$ cat config.mk
export PLATFORM = sky130hd
export DESIGN_NAME = pmic_bridge
export DESIGN_NICKNAME = d
export VERILOG_FILES = /design/src/rtl/pmic_br_pkg.sv /design/src/rtl/pmic_br_fifo.sv /design/src/rtl/pmic_br_hostif.sv /design/src/rtl/pmic_br_seq.sv /design/src/rtl/pmic_bridge.sv
export SDC_FILE = /design/constraint.sdc
export NUM_CORES = 1
export LEC_CHECK = 0
export ABC_AREA = 1
export BUFFER_PORTS_ARGS = -buffer_cell sky130_fd_sc_hd__clkbuf_2
export CORE_MARGIN = 5
export CORE_UTILIZATION = 36
export CTS_CLUSTER_SIZE = 25
export DETAILED_ROUTE_END_ITERATION = 16
export GPL_TIMING_DRIVEN = 1
export MAX_ROUTING_LAYER = met4
export PLACE_DENSITY = 0.49
export SYNTH_ARGS = -nofsm -noshare
export SYNTH_HDL_FRONTEND = slang
export SYNTH_HIERARCHICAL = 1
export SYNTH_SLANG_ARGS = --single-unit
export TNS_END_PERCENT = 10
$ cat constraint.sdc
create_clock -name clk -period 4.9 [get_ports clk]
set_input_delay 0.98 -clock clk [delete_from_list [all_inputs] [get_ports clk]]
set_output_delay 0.98 -clock clk [all_outputs]
set_load 0.02 [all_outputs]
$ cat src/rtl/pmic_br_pkg.sv
// Package: shared types and derived constants for the PMIC bridge.
// Assumes host addresses are byte addresses, and that the three addressing
// modes differ only in window placement and in the read-echo rule.
package pmic_br_pkg;

    localparam int OFF_W  = 17;   // slave offset width
    localparam int DATA_W = 16;   // slave data width
    localparam int ECHO_W = 15;   // echoed address width

    // Host-visible register offsets
    localparam int REG_RD_LAUNCH = 'h10;
    localparam int REG_RD_BACK   = 'h14;
    localparam int REG_Q_STATUS  = 'h18;

    typedef enum logic [1:0] {
        AMODE_10 = 2'd0,
        AMODE_12 = 2'd1,
        AMODE_15 = 2'd2
    } amode_e;

    typedef struct packed {
        logic [OFF_W-1:0]  off;
        logic [DATA_W-1:0] data;
    } wr_ent_t;

    function automatic int win_base(amode_e m);
        return (m == AMODE_15) ? 'h20000 : 'h8000;
    endfunction

    function automatic int win_size(amode_e m);
        case (m)
            AMODE_10: return 'h1000;
            AMODE_12: return 'h4000;
            default:  return 'h20000;
        endcase
    endfunction

endpackage

$ cat src/rtl/pmic_br_fifo.sv
// Module: ordered write queue holding {offset, data} entries.
// Assumes the caller never pushes when full nor pops when empty;
// DEPTH need not be a power of two.
module pmic_br_fifo #(
    parameter int W     = 33,
    parameter int DEPTH = 8,
    localparam int PW   = (DEPTH > 1) ? $clog2(DEPTH) : 1,
    localparam int CW   = $clog2(DEPTH + 1)
) (
    input  logic          clk,
    input  logic          rst_n,
    input  logic          push,
    input  logic [W-1:0]  din,
    input  logic          pop,
    output logic [W-1:0]  dout,
    output logic [CW-1:0] cnt,
    output logic          full,
    output logic          empty
);

    logic [W-1:0]  mem [DEPTH];
    logic [PW-1:0] wp, rp;

    // Storage write port
    always_ff @(posedge clk) begin
        if (push) mem[wp] <= din;
    end

    // Pointer and occupancy tracking
    always_ff @(posedge clk) begin
        if (!rst_n) begin
            wp  <= '0;
            rp  <= '0;
            cnt <= '0;
        end else begin
            if (push) wp <= (wp == PW'(DEPTH - 1)) ? '0 : wp + 1'b1;
            if (pop)  rp <= (rp == PW'(DEPTH - 1)) ? '0 : rp + 1'b1;
            case ({push, pop})
                2'b10:   cnt <= cnt + 1'b1;
                2'b01:   cnt <= cnt - 1'b1;
                default: cnt <= cnt;
            endcase
        end
    end

    // Head and flags
    always_comb begin
        dout  = mem[rp];
        full  = (cnt == CW'(DEPTH));
        empty = (cnt == '0);
    end

endmodule

$ cat src/rtl/pmic_br_hostif.sv
// Module: host register decode. Splits host writes into read launches and
// window writes, and assembles the read data of the three registers.
// Assumes single-cycle host accesses; unmapped reads return zero.
module pmic_br_hostif
    import pmic_br_pkg::*;
#(
    parameter amode_e MODE    = AMODE_12,
    parameter int     HADDR_W = 18,
    localparam int    WBASE   = win_base(MODE),
    localparam int    WSIZE   = win_size(MODE)
) (
    input  logic               hst_sel,
    input  logic               hst_wr,
    input  logic [HADDR_W-1:0] hst_addr,
    input  logic [31:0]        hst_wdata,
    output logic [31:0]        hst_rdata,
    output logic               cmd_wr,
    output logic [OFF_W-1:0]   cmd_off,
    output logic               win_wr,
    output wr_ent_t            win_ent,
    input  logic               busy,
    input  logic [ECHO_W-1:0]  rb_echo,
    input  logic [DATA_W-1:0]  rb_data,
    input  logic               q_full,
    input  logic               q_empty,
    input  logic               q_ovf
);

    logic [31:0] a32;
    logic        in_win;

    // Window hit test and offset formation
    always_comb begin
        a32     = 32'(hst_addr);
        in_win  = (a32 >= 32'(WBASE)) && (a32 < 32'(WBASE + WSIZE));
        win_wr  = hst_sel && hst_wr && in_win;
        win_ent.off  = OFF_W'(a32 - 32'(WBASE));
        win_ent.data = hst_wdata[DATA_W-1:0];
        cmd_wr  = hst_sel && hst_wr && (a32 == 32'(REG_RD_LAUNCH));
        cmd_off = hst_wdata[OFF_W-1:0] & OFF_W'(WSIZE - 1);
    end

    // Read data multiplexer
    always_comb begin
        hst_rdata = '0;
        if (hst_sel && !hst_wr) begin
            if (a32 == 32'(REG_RD_BACK))
                hst_rdata = {busy, rb_echo, rb_data};
            else if (a32 == 32'(REG_Q_STATUS))
                hst_rdata = {19'b0, q_ovf, q_full, q_empty, 10'b0};
        end
    end

endmodule

$ cat src/rtl/pmic_br_seq.sv
// Module: slave-port sequencer. Drains the write queue in order, holds a
// launched read until all writes queued ahead of it are accepted, then waits
// for the response and captures data and echo. One read at a time.
// Assumes the slave answers a read only after accepting it.
module pmic_br_seq
    import pmic_br_pkg::*;
#(
    parameter amode_e MODE  = AMODE_12,
    parameter int     DEPTH = 8,
    localparam int    CW    = $clog2(DEPTH + 1)
) (
    input  logic              clk,
    input  logic              rst_n,
    input  logic              cmd_wr,
    input  logic [OFF_W-1:0]  cmd_off,
    input  logic [CW-1:0]     q_cnt,
    input  logic              q_empty,
    input  wr_ent_t           q_head,
    output logic              q_pop,
    output logic              slv_req_vld,
    output logic              slv_req_wr,
    output logic [OFF_W-1:0]  slv_req_addr,
    output logic [DATA_W-1:0] slv_req_data,
    input  logic              slv_req_rdy,
    input  logic              slv_rsp_vld,
    input  logic [DATA_W-1:0] slv_rsp_data,
    output logic              busy,
    output logic              rd_wait,
    output logic [ECHO_W-1:0] rb_echo,
    output logic [DATA_W-1:0] rb_data
);

    logic              rd_pend;
    logic [CW-1:0]     rd_ahead;
    logic [OFF_W-1:0]  rd_off;
    logic              rd_go;
    logic [ECHO_W-1:0] echo_nxt;

    // Echo rule chosen by addressing mode
    generate
        if (MODE == AMODE_10) begin : g_echo_low
            assign echo_nxt = rd_off[ECHO_W-1:0];
        end else begin : g_echo_word
            assign echo_nxt = rd_off[ECHO_W+1:2];
        end
    endgenerate

    // Request selection: a due read wins, else the queue head
    always_comb begin
        rd_go        = rd_pend && (rd_ahead == '0);
        slv_req_vld  = rd_go || (!q_empty && !rd_wait);
        slv_req_wr   = !rd_go;
        slv_req_addr = rd_go ? rd_off : q_head.off;
        slv_req_data = rd_go ? '0 : q_head.data;
        q_pop        = slv_req_vld && slv_req_wr && slv_req_rdy;
        busy         = rd_pend || rd_wait;
    end

    // Read tracking: launch, ahead-count, issue, response capture
    always_ff @(posedge clk) begin
        if (!rst_n) begin
            rd_pend  <= 1'b0;
            rd_wait  <= 1'b0;
            rd_ahead <= '0;
            rd_off   <= '0;
            rb_echo  <= '0;
            rb_data  <= '0;
        end else begin
            if (cmd_wr && !busy) begin
                rd_pend  <= 1'b1;
                rd_off   <= cmd_off;
                rd_ahead <= q_cnt - CW'(q_pop);
            end else if (rd_pend && q_pop) begin
                rd_ahead <= rd_ahead - 1'b1;
            end
            if (rd_go && slv_req_rdy) begin
                rd_pend <= 1'b0;
                rd_wait <= 1'b1;
            end
            if (rd_wait && slv_rsp_vld) begin
                rd_wait <= 1'b0;
                rb_data <= slv_rsp_data;
                rb_echo <= echo_nxt;
            end
        end
    end

endmodule

$ cat src/rtl/pmic_bridge.sv
// Module: top of the PMIC register bridge. Connects host decode, write queue
// and slave sequencer, and keeps the sticky overflow flag.
// Assumes one host access per cycle and a slave model behind slv_*.
module pmic_bridge
    import pmic_br_pkg::*;
#(
    parameter amode_e MODE       = AMODE_12,
    parameter int     FIFO_DEPTH = 8,
    parameter int     HADDR_W    = 18,
    localparam int    CW         = $clog2(FIFO_DEPTH + 1),
    localparam int    EW         = OFF_W + DATA_W
) (
    input  logic               clk,
    input  logic               rst_n,
    input  logic               hst_sel,
    input  logic               hst_wr,
    input  logic [HADDR_W-1:0] hst_addr,
    input  logic [31:0]        hst_wdata,
    output logic [31:0]        hst_rdata,
    output logic               slv_req_vld,
    output logic               slv_req_wr,
    output logic [OFF_W-1:0]   slv_req_addr,
    output logic [DATA_W-1:0]  slv_req_data,
    input  logic               slv_req_rdy,
    input  logic               slv_rsp_vld,
    input  logic [DATA_W-1:0]  slv_rsp_data
);

    logic              cmd_wr, win_wr, q_push, q_pop;
    logic [OFF_W-1:0]  cmd_off;
    wr_ent_t           win_ent, q_head;
    logic [EW-1:0]     q_dout;
    logic [CW-1:0]     q_cnt;
    logic              q_full, q_empty, q_ovf;
    logic              rd_busy, rd_wait;
    logic [ECHO_W-1:0] rb_echo;
    logic [DATA_W-1:0] rb_data;

    assign q_push = win_wr && !q_full;
    assign q_head = wr_ent_t'(q_dout);

    // Sticky overflow on a discarded window write
    always_ff @(posedge clk) begin
        if (!rst_n)                q_ovf <= 1'b0;
        else if (win_wr && q_full) q_ovf <= 1'b1;
    end

    pmic_br_hostif #(.MODE(MODE), .HADDR_W(HADDR_W)) u_host (
        .hst_sel(hst_sel), .hst_wr(hst_wr), .hst_addr(hst_addr),
        .hst_wdata(hst_wdata), .hst_rdata(hst_rdata),
        .cmd_wr(cmd_wr), .cmd_off(cmd_off),
        .win_wr(win_wr), .win_ent(win_ent),
        .busy(rd_busy), .rb_echo(rb_echo), .rb_data(rb_data),
        .q_full(q_full), .q_empty(q_empty), .q_ovf(q_ovf)
    );

    pmic_br_fifo #(.W(EW), .DEPTH(FIFO_DEPTH)) u_queue (
        .clk(clk), .rst_n(rst_n),
        .push(q_push), .din(win_ent), .pop(q_pop), .dout(q_dout),
        .cnt(q_cnt), .full(q_full), .empty(q_empty)
    );

    pmic_br_seq #(.MODE(MODE), .DEPTH(FIFO_DEPTH)) u_seq (
        .clk(clk), .rst_n(rst_n),
        .cmd_wr(cmd_wr), .cmd_off(cmd_off),
        .q_cnt(q_cnt), .q_empty(q_empty), .q_head(q_head), .q_pop(q_pop),
        .slv_req_vld(slv_req_vld), .slv_req_wr(slv_req_wr),
        .slv_req_addr(slv_req_addr), .slv_req_data(slv_req_data),
        .slv_req_rdy(slv_req_rdy),
        .slv_rsp_vld(slv_rsp_vld), .slv_rsp_data(slv_rsp_data),
        .busy(rd_busy), .rd_wait(rd_wait),
        .rb_echo(rb_echo), .rb_data(rb_data)
    );

endmodule

==> impl_metrics.py, run 1 <==
metrics = {
    "cells_and_area": {
        "nets": 1513,
        "fin_area_um2": 16200,
        "syn2layout_area_growth_pct": 12.6,
        "drive_gt1_frac": 0.158,
        "final_cells": 1980,
        "n_antenna_cell": 0,
    },
    "min_path": {
        "worstHoldStart": "q_ovf",
        "min_path_type": "reg -> reg",
        "min_path_cells": 2,
        "hold_path_end": "q_ovf",
    },
    "pwr": {
        "p_total_uw": 7640,
        "power.leakage_uw": 0.00589,
        "power_density_nw_per_um2": 471,
        "ir_drop_v": 0.000338,
        "p_sw_frac": 0.319,
        "pwr-share-seq": 0.410,
        "p_comb_frac": 0.250,
        "intPower_uw": 5210,
        "power_frac_clock": 0.340,
        "p_sw_uw": 2440,
    },
    "timing": {
        "slew_headroom": 0.354,
        "setup_tns_ns": 0,
        "report.final.setup_viol": 0,
        "layout_setup_ws_ns": 1.27,
        "period_minus_slack_ns": 3.63,
        "tightest_slew_ns": 0.968,
        "maxSlewViolCount": 0,
        "fin_crit_sh": 0.741,
        "final_hold_viol_count": 0,
        "rsz0062_at_grt": "no",
        "fmax_mhz": 275,
        "skew_ns": 0.0118,
    },
    "synthesis": {
        "syn_inst": 1368,
        "synth_top_area_frac": 0.550,
        "ys_seq_elements": 332,
        "synth.largest_area_cell": "edfxtp_1",
        "yosys_warnings": 6,
        "seq_area_frac_synth": 0.645,
        "avgSynthCellArea_um2": 10.5,
        "synth_area_um2": 14400,
        "synthTopCellsByArea": "edfxtp_1, dfxtp_1, nor2_1",
        "synthDistinctLibCells": 37,
    },
    "worst_setup_path": {
        "critical_path_class": "reg -> out",
        "r2r_cells": 7,
        "worst_ep_arrival_time_ns": 2.65,
        "r2r_setup_slack_ns": 2.19,
        "worstSetupEndpointType": "output pin",
        "cpMaxStageDelayCell": "inv_4",
        "crit_top_cell": "nand2_1",
        "critical_path.max_stage_delay_ns": 0.67,
        "critPathRequiredTime_ns": 3.92,
        "reg2reg_to": "u_queue/mem[4][20]",
        "start_kind": "register",
        "path_max_fanout": 79,
        "cp_cell_sequence": "inv_4, buf_4, nor2_1, o22ai_1, nand2_1, nand2_1, nand2_1, nand2_1, clkbuf_2",
        "timing.rr.start": "u_queue/cnt[1]",
    },
    "placed_design": {
        "io_buffers": 122,
        "gp_congestion": 0.735,
        "hpwl_um": 21400,
        "dp.cells": 1915,
        "place_ws_ns": 1.29,
        "place_area_um2": 15100,
    },
    "detailed_routing": {
        "dr.pass1.iters": 7,
        "vias_per_cell": 4.81,
        "dr_total_vias": 9525,
        "drc": 0,
        "ant_nets": 0,
        "wl_um": 36000,
        "drtIter0Drc": 670,
        "routedWlPerCell_um": 18.2,
    },
    "cts": {
        "hold_buffers": 0,
        "clockBufferDepth": 3,
        "clock-sinks": 332,
        "post_cts_buffers": 0,
        "path_clk_slew_ns": 0.06,
        "cts_tree": "yes",
        "cts_resized": 0,
        "clk_latency_ns": 0.52,
        "htreeDepth": 2,
        "root_buffer": "clkbuf_16",
        "cts_buffers": 38,
    },
    "global_route": {
        "grt_max_degree": 133,
        "grt_pass1_wl_um": 55500,
        "grt_overflow": 0,
        "grt_use_total": 0.166,
        "antenna_found_initial": 0,
        "grt_pass1_vias": 9389,
    },
    "floorplanning": {
        "initial_core_util": 0.363,
        "die_area_um2": 44100,
        "core_um2": 39600,
        "rows": 73,
        "die_h_um": 210,
        "io_pins": 139,
        "die_x_um": 210,
    },
    "run": {
        "max_cap_viol_count": 0,
    },
    "status": {
        "status": "completed",
    },
}
area by class of cell:
| class | instances | area [um2] |
|---|---|---|
| Clock buffer | 55 | 1050 |
| Clock inverter | 10 | 75.1 |
| Fill cell | 3916 | 23400 |
| Inverter | 58 | 221 |
| Multi-Input combinational cell | 859 | 4130 |
| Sequential cell | 332 | 9300 |
| Tap cell | 525 | 657 |
| Timing Repair Buffer | 141 | 791 |
Yosys cell counts:
library cell	number
nor2_1	300
edfxtp_1	264
nand2_1	223
o21ai_0	99
o21ai_1	91
dfxtp_1	68
buf_4	56
inv_1	53
mux2i_1	33
o22ai_1	33
clkbuf_1	27
buf_2	20
a21oi_1	12
nand3_1	12
nor2_4	12
ha_1	11
buf_6	10
nand4_1	6
nor2_2	5
xnor2_1	5
nor3_1	4
buf_12	3
buf_1	2
buf_8	2
inv_2	2
nand2_2	2
nand3_2	2
or2_2	2
a211oi_1	1
a21oi_2	1
clkbuf_2	1
clkinv_1	1
clkinv_2	1
conb_1	1
inv_4	1
nand2_4	1
nor4_1	1
stage by stage:
stage,util,hold slack [ns]
global route,0.409,0.492
floorplan,-,0.438
global placement,0.381,0.454
detailed placement,0.381,0.459
CTS,0.409,0.467
finish,0.409,0.465
power by group through the flow:
stage	registers, uW	logic [uW]	clock network, uW
2_1_floorplan	3150	1430	0
3_3_place_gp	3200	1960	0
3_5_place_dp	3200	1950	0
4_1_cts	3140	1960	2680
5_1_grt	3140	2150	2810
6_report	3140	1910	2600
layer usage:
metal  track usage  share of wire  up-vias
li1              -              -     4717
met1         0.219           0.46     4605
met2         0.270           0.49      158
met3        0.0255          0.034       45
met4        0.0457          0.022        0
met5             -              0        -
cell usage in the layout, fill, tap and decap left out, types with 3 or more instances in the layout:
| master | n |
|---|---|
| nand3_1 | 12 |
| nand4_1 | 6 |
| conb_1 | 3 |
| ha_1 | 11 |
| nor2_2 | 6 |
| clkinv_2 | 6 |
| o22ai_1 | 33 |
| dfxtp_1 | 66 |
| o21ai_0 | 99 |
| buf_4 | 16 |
| buf_12 | 3 |
| clkbuf_16 | 39 |
| edfxtp_1 | 264 |
| o21ai_1 | 91 |
| nand2_1 | 223 |
| xnor2_1 | 5 |
| clkbuf_2 | 122 |
| inv_1 | 53 |
| nor2_1 | 291 |
| nor2_4 | 20 |
| nor3_1 | 4 |
| a21oi_1 | 12 |
| clkinv_1 | 4 |
| mux2i_1 | 33 |
| clkbuf_1 | 13 |
kinds of logic (layout without fill, tap and decap cells):
family,count (synthesis),count (layout),synth area share
flops,332,332,0.645
simple gates,570,570,0.160
fa+ha+maj,11,11,0.00955
buf+inv,179,264,0.0735
other cells,1,3,0.000260
compound gates,237,237,0.0856
mux,33,33,0.0229
xor+xnor,5,5,0.00304
worst max-delay path by stage:
stage,end,slack [ns],depth (start not counted)
finish,slv_req_addr[13],1.27,9
global route,slv_req_addr[13],1.02,9
floorplan,u_queue/mem[0][0],1.18,8
detailed placement,u_queue/mem[4][0],1.29,10
CTS,slv_req_addr[13],1.19,9
global placement,u_queue/mem[4][6],1.29,10
sequential cells by signal, indices dropped and copies added, names as in the netlist, named ones only:
register and cells:
u_seq/rd_pend 1, u_queue/cnt 4, u_seq/rd_off 17, u_seq/rd_wait 1, u_queue/wp 3, u_seq/rb_data 16
u_queue/rp 3, q_ovf 1, u_seq/rb_echo 15, u_queue/mem 264, u_seq/rd_ahead 4
worst max-delay path, delay by kind of cell (launching register included):
kind / cells / cell delay, ns
AOI/OAI and AO/OA: 1 / 0.15
buffers and inverters: 3 / 1.16
and+or+nand+nor: 5 / 0.42
DFF: 1 / 0.36
(Power assumes the default switching activity.)
==> run 2, diff against run 1 <==
--- a/config.mk
+++ b/config.mk
@@ -13,7 +13,7 @@
 export DETAILED_ROUTE_END_ITERATION = 16
 export GPL_TIMING_DRIVEN = 1
 export MAX_ROUTING_LAYER = met4
-export PLACE_DENSITY = 0.49
+export PLACE_DENSITY = 0.51
 export SYNTH_ARGS = -nofsm -noshare
 export SYNTH_HDL_FRONTEND = slang
 export SYNTH_HIERARCHICAL = 1
==> constraint.sdc (replaced) <==
create_clock -name clk -period 3.3 [get_ports clk]
set_input_delay 0.66 -clock clk [delete_from_list [all_inputs] [get_ports clk]]
set_output_delay 0.66 -clock clk [all_outputs]
set_load 0.02 [all_outputs]
==> run 2 against run 1 <==
Clock power up 45%. Die area did not move. Count of clock-buffer cells in the layout down 3. Critical path type unchanged. Clock skew grew 0.0065 ns. Critical endpoint is now slv_req_data[8]. Non-clock buffer count is 8 higher. Critical path depth stayed put. Global-route usage is 0.58 points lower. Hold slack got worse by 0.076 ns.
==> impl_metrics.py, run 2 (same netlist as run 1, synthesis figures left out) <==
metrics = {
    "global_route": {
        "grt_overflow": 0,
        "grt_max_degree": 81,
        "grt_use_total": 0.160,
        "use_met1": 0.207,
        "grt.busiest_layer": "met2",
        "met3_usage": 0.0250,
        "met2_usage": 0.270,
        "grt_pass1_wl_um": 53800,
        "grt_pass1_vias": 9331,
        "antenna_found_initial": 1,
    },
    "cts": {
        "cts_buffers": 37,
        "post_cts_buffers": 0,
        "path_clk_slew_ns": 0.06,
        "root_buffer": "clkbuf_16",
        "hold_buffers": 0,
        "cts_resized": 0,
        "clk_latency_ns": 0.52,
        "clock-sinks": 332,
        "cts_tree": "yes",
        "htreeDepth": 2,
        "clockBufferDepth": 3,
    },
    "timing": {
        "period_minus_slack_ns": 3.10,
        "fmax_mhz": 323,
        "tightest_slew_ns": 0.813,
        "rsz0062_at_grt": "no",
        "slew_headroom": 0.454,
        "final_hold_viol_count": 0,
        "skew_ns": 0.0183,
        "fin_crit_sh": 0.938,
        "maxSlewViolCount": 0,
        "whs_ns": 0.389,
        "setup_tns_ns": 0,
        "report.final.setup_viol": 0,
    },
    "cells_and_area": {
        "syn2layout_area_growth_pct": 13.7,
        "largestRegisters": "u_queue/mem (264), u_seq/rd_off (17), u_seq/rb_data (16)",
        "largest_reg_flops": 264,
        "drive_gt1_frac": 0.162,
        "final_common_cell": "nor2_1",
        "nets": 1520,
        "layout_common_cells": "nor2_1, edfxtp_1, nand2_1, clkbuf_2, o21ai_0",
        "nFillCells": 3841,
        "largest-register": "u_queue/mem",
        "utilization": 0.413,
    },
    "placed_design": {
        "io_buffers": 122,
        "hpwl_um": 21300,
        "gp_congestion": 0.772,
    },
    "floorplanning": {
        "die_h_um": 210,
        "io_pins": 139,
        "die_x_um": 210,
        "die_area_um2": 44100,
        "initial_core_util": 0.363,
        "rows": 73,
        "core_um2": 39600,
    },
    "min_path": {
        "min_path_type": "in -> reg",
        "hold_path_end": "u_seq/rb_data[0]",
        "min_path_cells": 3,
        "worstHoldStart": "slv_rsp_data[0]",
    },
    "run": {
        "max_cap_viol_count": 0,
    },
    "worst_setup_path": {
        "r2r_setup_slack_ns": 0.62,
        "timing.rr.start": "u_queue/cnt[0]",
        "r2r_cells": 16,
        "critical_path_class": "reg -> out",
        "critPathRequiredTime_ns": 2.64,
        "path_max_fanout": 23,
        "reg2reg_to": "u_queue/cnt[2]",
        "worstSetupEndpointType": "output pin",
        "worst_ep_arrival_time_ns": 2.44,
        "start_kind": "register",
    },
    "detailed_routing": {
        "vias_per_cell": 4.81,
        "wl_um": 34900,
        "drc": 0,
        "ant_nets": 0,
        "dr_total_vias": 9577,
        "drtIter0Drc": 638,
        "dr.pass1.iters": 4,
        "routedWlPerCell_um": 17.5,
    },
    "status": {
        "status": "completed",
    },
    "pwr": {
        "power.leakage_uw": 0.00594,
        "ir_drop_v": 0.000344,
        "power_density_nw_per_um2": 690,
    },
}
## run 2: per-stage QoR
step,instance area (um2),setup WS (ns),instances,total power (uW)
floorplan,14400,-0.104,1370,6800
global placement,15300,0.458,1923,7670
detailed placement,15300,0.434,1923,7680
CTS,16400,0.131,1990,11500
global route,16400,0.0143,1991,11900
finish,16400,0.203,1991,11300
## run 2: routing by layer
| metal | routed length, um | share of wire | up-vias |
|---|---|---|---|
| met4 | 442 | 0.013 | 0 |
| met1 | 15500 | 0.44 | 4668 |
| li1 | - | - | 4733 |
| met5 | 0 | 0 | - |
| met2 | 17600 | 0.50 | 138 |
| met3 | 1310 | 0.037 | 38 |
## run 2: layout make-up
type / instances / area (um2) / share of cell area
Sequential cell: 332 / 9300 / 0.568
Multi-Input combinational cell: 859 / 4130 / 0.252
Clock buffer: 52 / 986 / 0.0602
Timing Repair Buffer: 149 / 963 / 0.0588
Tap cell: 525 / 657 / 0.0401
Inverter: 58 / 221 / 0.0135
Clock inverter: 15 / 125 / 0.00764
Antenna cell: 1 / 2.50 / 0.000153
## run 2: worst max path at each step
stage | from | endpoint | slack [ns]
6_report | u_seq/rd_ahead[0] | slv_req_data[8] | 0.20
5_1_grt | u_seq/rd_ahead[0] | slv_req_addr[1] | 0.01
2_1_floorplan | hst_addr[17] | u_queue/mem[0][0] | -0.10
3_3_place_gp | hst_addr[1] | hst_rdata[19] | 0.46
3_5_place_dp | hst_addr[1] | hst_rdata[4] | 0.43
4_1_cts | u_seq/rd_ahead[0] | slv_req_addr[1] | 0.13
## run 2: critical path, cell delays in order, from the launching register on
cell	delay, ns
dfxtp_1	0.30
inv_1	0.09
ha_1	0.22
nand2_1	0.07
clkinv_1	0.09
nand2_4	0.24
inv_2	0.20
buf_4	0.26
nor2_1	0.21
clkbuf_2	0.21
## run 2: report_power, final
group / internal (uW) / switching [uW]
Combinational: 932 / 1950
Clock: 2180 / 1590
Sequential: 4560 / 80.5
